File: src/rtl/spi_cs_pkg.sv
package spi_cs_pkg;
   typedef enum logic [1:0] {
      CS_IDLE = 2'd0,
      CS_BUSY = 2'd1,
      CS_TAIL = 2'd2,
      CS_HOLD = 2'd3
   } cs_state_e;
endpackage

File: src/rtl/spi_cs_seq.sv
module spi_cs_seq
   import spi_cs_pkg::*;
#(
   parameter int TAIL_CYC = 2
) (
   input  logic clk,
   input  logic rst_n,
   input  logic owner_sw,
   input  logic hold_en,
   input  logic burst_active,
   input  logic burst_done,
   output logic hw_on,
   output logic release_evt
);
   localparam int CNT_W = $clog2(TAIL_CYC + 1);
   localparam logic [CNT_W-1:0] TAIL_LOAD = CNT_W'(TAIL_CYC - 1);

   cs_state_e        state_q, state_d;
   logic [CNT_W-1:0] cnt_q, cnt_d;

   always_comb begin
      state_d     = state_q;
      cnt_d       = cnt_q;
      release_evt = 1'b0;
      if (owner_sw) begin
         state_d = CS_IDLE;
      end else begin
         unique case (state_q)
            CS_IDLE: if (burst_active) state_d = CS_BUSY;
            CS_BUSY: if (burst_done) begin
               state_d = CS_TAIL;
               cnt_d   = TAIL_LOAD;
            end
            CS_TAIL: begin
               if (burst_active) begin
                  state_d = CS_BUSY;
               end else if (cnt_q == '0) begin
                  if (hold_en) begin
                     state_d = CS_HOLD;
                  end else begin
                     state_d     = CS_IDLE;
                     release_evt = 1'b1;
                  end
               end else begin
                  cnt_d = cnt_q - 1'b1;
               end
            end
            CS_HOLD: begin
               if (burst_active) begin
                  state_d = CS_BUSY;
               end else if (!hold_en) begin
                  state_d     = CS_IDLE;
                  release_evt = 1'b1;
               end
            end
            default: state_d = CS_IDLE;
         endcase
      end
   end

   always_ff @(posedge clk or negedge rst_n) begin
      if (!rst_n) begin
         state_q <= CS_IDLE;
         cnt_q   <= '0;
      end else begin
         state_q <= state_d;
         cnt_q   <= cnt_d;
      end
   end

   assign hw_on = (state_q != CS_IDLE);
endmodule

File: src/rtl/spi_cs_drive.sv
module spi_cs_drive #(
   parameter int N_SS  = 4,
   parameter int SEL_W = 2
) (
   input  logic [SEL_W-1:0] sel,
   input  logic             owner_sw,
   input  logic             sw_level,
   input  logic             idle_pol,
   input  logic             hw_on,
   output logic [N_SS-1:0]  ss
);
   logic chosen_level;

   always_comb begin
      if (owner_sw)   chosen_level = sw_level;
      else if (hw_on) chosen_level = ~idle_pol;
      else            chosen_level = idle_pol;
   end

   for (genvar i = 0; i < N_SS; i++) begin : g_line
      assign ss[i] = (sel == SEL_W'(i)) ? chosen_level : idle_pol;
   end
endmodule

File: src/rtl/spi_cs_flag.sv
module spi_cs_flag (
   input  logic clk,
   input  logic rst_n,
   input  logic set_evt,
   input  logic clr,
   output logic flag
);
   always_ff @(posedge clk or negedge rst_n) begin
      if (!rst_n)       flag <= 1'b0;
      else if (set_evt) flag <= 1'b1;
      else if (clr)     flag <= 1'b0;
   end
endmodule

File: src/rtl/spi_cs_ctrl.sv
module spi_cs_ctrl #(
   parameter int N_SS     = 4,
   parameter int TAIL_CYC = 2,
   parameter int SEL_W    = (N_SS > 1) ? $clog2(N_SS) : 1
) (
   input  logic             clk,
   input  logic             rst_n,
   input  logic             owner_sw,
   input  logic [SEL_W-1:0] sel,
   input  logic             sw_level,
   input  logic             idle_pol,
   input  logic             hold_en,
   input  logic             burst_active,
   input  logic             burst_done,
   input  logic             flag_clr,
   output logic [N_SS-1:0]  ss,
   output logic             deselect_flag
);
   if (N_SS < 2) begin : g_bad_nss
      $error("spi_cs_ctrl: N_SS must be at least 2");
   end
   if (TAIL_CYC < 1) begin : g_bad_tail
      $error("spi_cs_ctrl: TAIL_CYC must be at least 1");
   end
   if ((1 << SEL_W) < N_SS) begin : g_bad_sel
      $error("spi_cs_ctrl: SEL_W too narrow for N_SS");
   end

   logic hw_on;
   logic release_evt;

   spi_cs_seq #(.TAIL_CYC(TAIL_CYC)) u_seq (
      .clk          (clk),
      .rst_n        (rst_n),
      .owner_sw     (owner_sw),
      .hold_en      (hold_en),
      .burst_active (burst_active),
      .burst_done   (burst_done),
      .hw_on        (hw_on),
      .release_evt  (release_evt)
   );

   spi_cs_drive #(.N_SS(N_SS), .SEL_W(SEL_W)) u_drive (
      .sel      (sel),
      .owner_sw (owner_sw),
      .sw_level (sw_level),
      .idle_pol (idle_pol),
      .hw_on    (hw_on),
      .ss       (ss)
   );

   spi_cs_flag u_flag (
      .clk     (clk),
      .rst_n   (rst_n),
      .set_evt (release_evt),
      .clr     (flag_clr),
      .flag    (deselect_flag)
   );
endmodule

File: config.mk
export PLATFORM = sky130hd
export DESIGN_NAME = spi_cs_ctrl
export DESIGN_NICKNAME = d
export VERILOG_FILES = /design/src/rtl/spi_cs_pkg.sv /design/src/rtl/spi_cs_seq.sv /design/src/rtl/spi_cs_drive.sv /design/src/rtl/spi_cs_flag.sv /design/src/rtl/spi_cs_ctrl.sv
export SDC_FILE = /design/constraint.sdc
export NUM_CORES = 1
export LEC_CHECK = 0
export ABC_AREA = 1
export ABC_CLOCK_PERIOD_IN_PS = 1550
export CORE_AREA = 2 2 39 41
export CTS_CLUSTER_DIAMETER = 40
export DETAILED_ROUTE_END_ITERATION = 10
export DIE_AREA = 0 0 41 43
export PLACE_DENSITY = 0.68
export SKIP_LAST_GASP = 1
export SYNTH_ARGS = -nofsm -noshare
export SYNTH_HDL_FRONTEND = slang
export SYNTH_SLANG_ARGS = --single-unit
File: constraint.sdc
create_clock -name clk -period 1.55 [get_ports clk]
set_clock_uncertainty 0.2 [all_clocks]
set_input_delay 0.31 -clock clk [delete_from_list [all_inputs] [get_ports clk]]
set_output_delay 0.31 -clock clk [all_outputs]
set_load 0.005 [all_outputs]
After elaboration in Yosys (flattened, before gate mapping) --
Index checks and enable logic that the tools add are counted.
Word-level totals: register bits 5, logic and storage cells 54
Operators by class: add/sub/neg operators 1, equal/unequal tests 13, multiplexer cells 27, bitwise logic cells 2, reduce and logical (&&, ||, !) cells 8
Operator list (count):
- 2-bit 2-to-1 mux | 11
- 1-bit 2-to-1 mux | 13
- 2-bit equality test (second input constant) | 4
- 2-bit case mux with 4 select lines | 1
- 2-bit zero test | 3
- 2-bit inequality test (second input constant) | 3
- 3-bit inequality test (second input constant) | 2
- 2-bit nonzero test | 3
- 5-bit AND reduction | 1
- 2-bit by 1-bit equality test with 1-bit output (second input constant) | 2
- 4-bit by 3-bit inequality test with 1-bit output (second input constant) | 1
- 4-bit inequality test (second input constant) | 1
- 2-bit case mux with 2 select lines | 1
- 4-bit AND reduction | 1
- 1-bit inverter | 2
- 1-bit case mux with 2 select lines | 1
- 2-bit by 1-bit subtractor with 2-bit output (second input constant) | 1

Logic depth before layout (Yosys ltp) --
depth in word-level cells 6, mapped depth 9

Hierarchy --
A second synthesis with hierarchy kept.
Second synthesis, totals: cells, all modules 89, area, all modules 536.8 um^2
Modules (own cells, without submodules):
- spi_cs_seq | times used 1, cells each 58, area each 376.6 um^2, seq. area each 100.1 um^2
- spi_cs_drive | times used 1, cells each 26, area each 120.1 um^2, seq. area each 0.0 um^2
- spi_cs_flag | times used 1, cells each 5, area each 40.0 um^2, seq. area each 25.0 um^2

Worst setup path before layout --
OpenSTA, ideal clock, no wires.
kind register to output, from reg u_seq.state_q[1], to out ss[2], arrival time 0.901 ns, setup slack 0.139 ns, stages on the path, launching flop included 7, buffers on the path 1, path through dfrtp_1 buf_6 nor2_1 nand2_1 nand3_2 nand3b_1 nand2_1
Between the ends: word-level cells in the longest chain between the ends 4
RTL lines:
- start: declaration | RTL line spi_cs_seq.sv:18 | cs_state_e state_q, state_d;
- start signal: assignment | RTL line spi_cs_seq.sv:66 | state_q <= state_d;
- 2-bit nonzero test | RTL line spi_cs_seq.sv:71 | assign hw_on = (state_q != CS_IDLE);
- 1-bit 2-to-1 mux | RTL line spi_cs_drive.sv:16 | else if (hw_on) chosen_level = ~idle_pol;
- 1-bit 2-to-1 mux | RTL line spi_cs_drive.sv:15 | if (owner_sw) chosen_level = sw_level;
- 1-bit 2-to-1 mux | RTL line spi_cs_drive.sv:21 | assign ss[i] = (sel == SEL_W'(i)) ? chosen_level : idle_pol;
- end: declaration | RTL line spi_cs_ctrl.sv:16 | output logic [N_SS-1:0] ss,
No other way between the ends.

Worst setup path after layout --
from reg u_seq.state_q[0], to out ss[3]
Same word-level chain as after synthesis.

==> metrics list <==
- Number of top-level design ports: 16
* Critical path's slowest cell: sky130_fd_sc_hd__dfrtp_1
- Number of nets produced by synthesis: 97
- Longest Clk Path Bufs: 2
- Delay contributed by the slowest stage of the critical path: 0.39 ns
- Unrepaired setup endpoints after global routing: true
- Post-CTS timing repair inserted 0 buffers for setup.
- The number of max-slew violations in the final report came to 0.
- For this run, the total global-route usage over all layers was measured as 0.160.
* Summed area of non-filler cells in the final layout: 746 um^2
- In this run, CTS created clock tree buffers numbering 3.
* Slew Limit Headroom: 0.831
- H-tree levels: 1
* Clock latency of the later-clocked register in the worst-skew pair: 0.24 ns
- Count of standard-cell rows: 14
* Placed wire-length estimate after detailed placement: 968 um
- DR pass1 iterations: 4
- The netlist uses 21 different library cells.
- In this run the tool buffered the top-level ports with 15 buffer cells.
* Failing checks: setup timing
* Netlist Area Pre-Place: 515 um^2
- For the pin with the worst max-slew slack, the measured transition is 0.253 ns.
- Relative to the synthesized area, the layout overhead comes to 44.7%.
- Root Buffer Master: sky130_fd_sc_hd__clkbuf_4
- For this design, the CTS-stage hold fixing added 0 buffers.
* Total power density per cell area: between 1000 and 1500 mW/mm^2
- The routed design could run at a clock period as short as 1.74 ns.
- Worst Setup Slack, final: -0.188 ns
* Crit path required time: 1.04 ns
- The worst-case IR drop observed on VDD is 454 uV.
- Post-detailed-placement cell area: ~730 um^2
- In this run the mean area of a mapped cell was ~6.1 um^2.
- The worst hold path belongs to the class input pin to async pin.
- The analysis attributes to cell leakage a power of 0.403 nW.
- Along the worst path, the maximum fanout reaches 4.
- Post-CTS clock slew at the launch and capture registers of the worst setup and hold paths: 0.04 ns
- Number of vias after detailed routing: just under 600
- Post-route setup TNS: -0.691 ns
- Worst setup slack before clock tree synthesis: -0.659 ns
- Cell-by-cell trace of the critical path: o21bai_1 > nand3_2 > nand3b_1 > nand2_1 > buf_2
* Share of synthesized area occupied by flip-flops and latches: 0.243
- Width of the die: 41 um
- Endpoint class of the critical path: primary output
- The final layout contains about 120 nets.
- Detailed router's first-iteration violation count: 14
* Hold Vio Cnt, Final: 0
- Setup violations remaining at the end of the flow were counted as 4.
- Yosys synthesis warning count: 0
- Share of the clock period used by the worst path after layout: 1.12
- Entering global routing, the biggest net connects 8 pins.
* # clock sinks: 5
* CP startpoint kind: flip-flop
- Most frequent standard cell in the layout excluding fill and tap cells: sky130_fd_sc_hd__nand2_1
- The number of antenna violations at the first check in global routing was 0.
* Core Region: 0.00138 mm^2
- The first global-routing pass estimated between 1500 and 2000 um of wire.
- Fraction of layout cells with a size suffix above 1: 0.270
- The setup path with the least slack is of type flip-flop to primary output.
- Dividing the detail-routed via count by the number of cells gives 4.66.
* Syn Inst Count: 85
- Routability-driven placement finished with a final weighted congestion of approximately 0.77.
- The die covers 0.00176 mm^2.
- In the final routed layout, each cell accounts on average for around 9.1 um.
- For this configuration, the core starts out at a cell density of 0.373.
- Result of the run: complete, but fails checks
* Register bit count reported by yosys: 5
- Leftover overflow at the end of global routing: 0
* Data arrival time of the critical path: approximately 1.2 ns
* TritonCTS clock tree: built
- Residual DRC: 0
* DRT Wirelength: 1150 um
- The top cell types in the final layout, fill and taps aside, are sky130_fd_sc_hd__nand2_1 (34), sky130_fd_sc_hd__nor2_1 (9), sky130_fd_sc_hd__buf_4 (9).
* Number of global-route vias before repair: 546
* Antenna diode count: 0
- Vertical extent of the die: 43 um
* Highest clock frequency the design can meet: 575 MHz
- Post-detailed-route count of antenna-violating nets: 0
- The tool flagged a number of max-cap violations equal to 0.
[cell usage after synthesis, drive strengths merged]
| library cell | instances | share of area |
|---|---|---|
| a21oi | 1 | 0.0097 |
| buf | 2 | 0.044 |
| dfrtp | 5 | 0.24 |
| ha | 1 | 0.024 |
| inv | 12 | 0.092 |
| nand2 | 36 | 0.27 |
| nand3 | 5 | 0.068 |
| nand3b | 2 | 0.029 |
| nand4 | 2 | 0.024 |
| nor2 | 12 | 0.12 |
| nor3 | 1 | 0.0097 |
| o21ai | 3 | 0.029 |
| o21bai | 1 | 0.015 |
| o22ai | 1 | 0.012 |
| or2 | 1 | 0.012 |
[report_power, final]
part / internal, W / switching, W
Sequential: 0.000179 / 0.0000375
Combinational: 0.000230 / 0.000309
Clock: 0.0000972 / 0.0000524
[layer usage]
layer / GRT usage / vias to the layer above / part of all wire
met5: 0 / - / 0
met4: 0.0400 / 0 / 0
met3: 0.0628 / 0 / 0.067
met2: 0.275 / 16 / 0.50
met1: 0.172 / 260 / 0.43
li1: - / 316 / -
[area by class of cell]
cell class | instances | area, um^2
fill | 142 | 638
multi-input combinational | 66 | 335
sequential | 5 | 125
inverter | 12 | 47.5
timing repair buffer | 24 | 191
tap | 16 | 20.0
clock buffer | 4 | 26.3
[state kept, by name (all words and copies together) (netlist names)]
name / flops
u_flag.flag: 1
u_seq.cnt_q: 2
u_seq.state_q: 2
[repair_timing]
item,in CTS,in global routing
cloned,0,0
pin swaps,7,1
endpoints found under the setup margin,5,4
resized for setup,25,0
[worst max-delay path, delay by kind of cell (launching register included)]
family                 cells  cell delay (ns)
AO/OA/AOI/OAI              1             0.18
buffers and inverters      1             0.12
flip-flops                 1             0.39
AND/OR/NAND/NOR            3             0.30
[metrics by stage]
stage | hold WS, ns | total power (W) | cells | util
floorplan | -0.186 | 0.000611 | 85 | -
global placement | 0.259 | 0.000761 | 123 | 0.528
detailed placement | 0.270 | 0.000764 | 123 | 0.528
CTS | 0.0882 | 0.000917 | 127 | 0.539
global route | 0.0967 | 0.00101 | 127 | 0.539
finish | 0.0867 | 0.000904 | 127 | 0.539
[final timing paths]
path                                         startpoint  slack [ns]                            to  cells past startpoint
setup / recovery           u_seq.state_q[0]$_DFFE_PN0P_       -0.19                         ss[3]                      5
hold / removal                                    rst_n        0.09       u_flag.flag$_DFFE_PN0P_                      1
setup reg to reg             u_seq.cnt_q[0]$_DFFE_PN0P_        0.12    u_seq.cnt_q[0]$_DFFE_PN0P_                      8
hold reg to reg              u_seq.cnt_q[1]$_DFFE_PN0P_        0.28    u_seq.cnt_q[1]$_DFFE_PN0P_                      2
max in group asynchronous                         rst_n        0.87  u_seq.state_q[1]$_DFFE_PN0P_                      1
min in group clk             u_seq.cnt_q[1]$_DFFE_PN0P_        0.28    u_seq.cnt_q[1]$_DFFE_PN0P_                      2
[logic make-up after synthesis]
family,count (synthesis),synth area share
simple gates,59,0.532
buf+inv,14,0.136
flops,5,0.243
compound gates,6,0.0655
fa+ha+maj,1,0.0243
(Power assumes the default switching activity.)
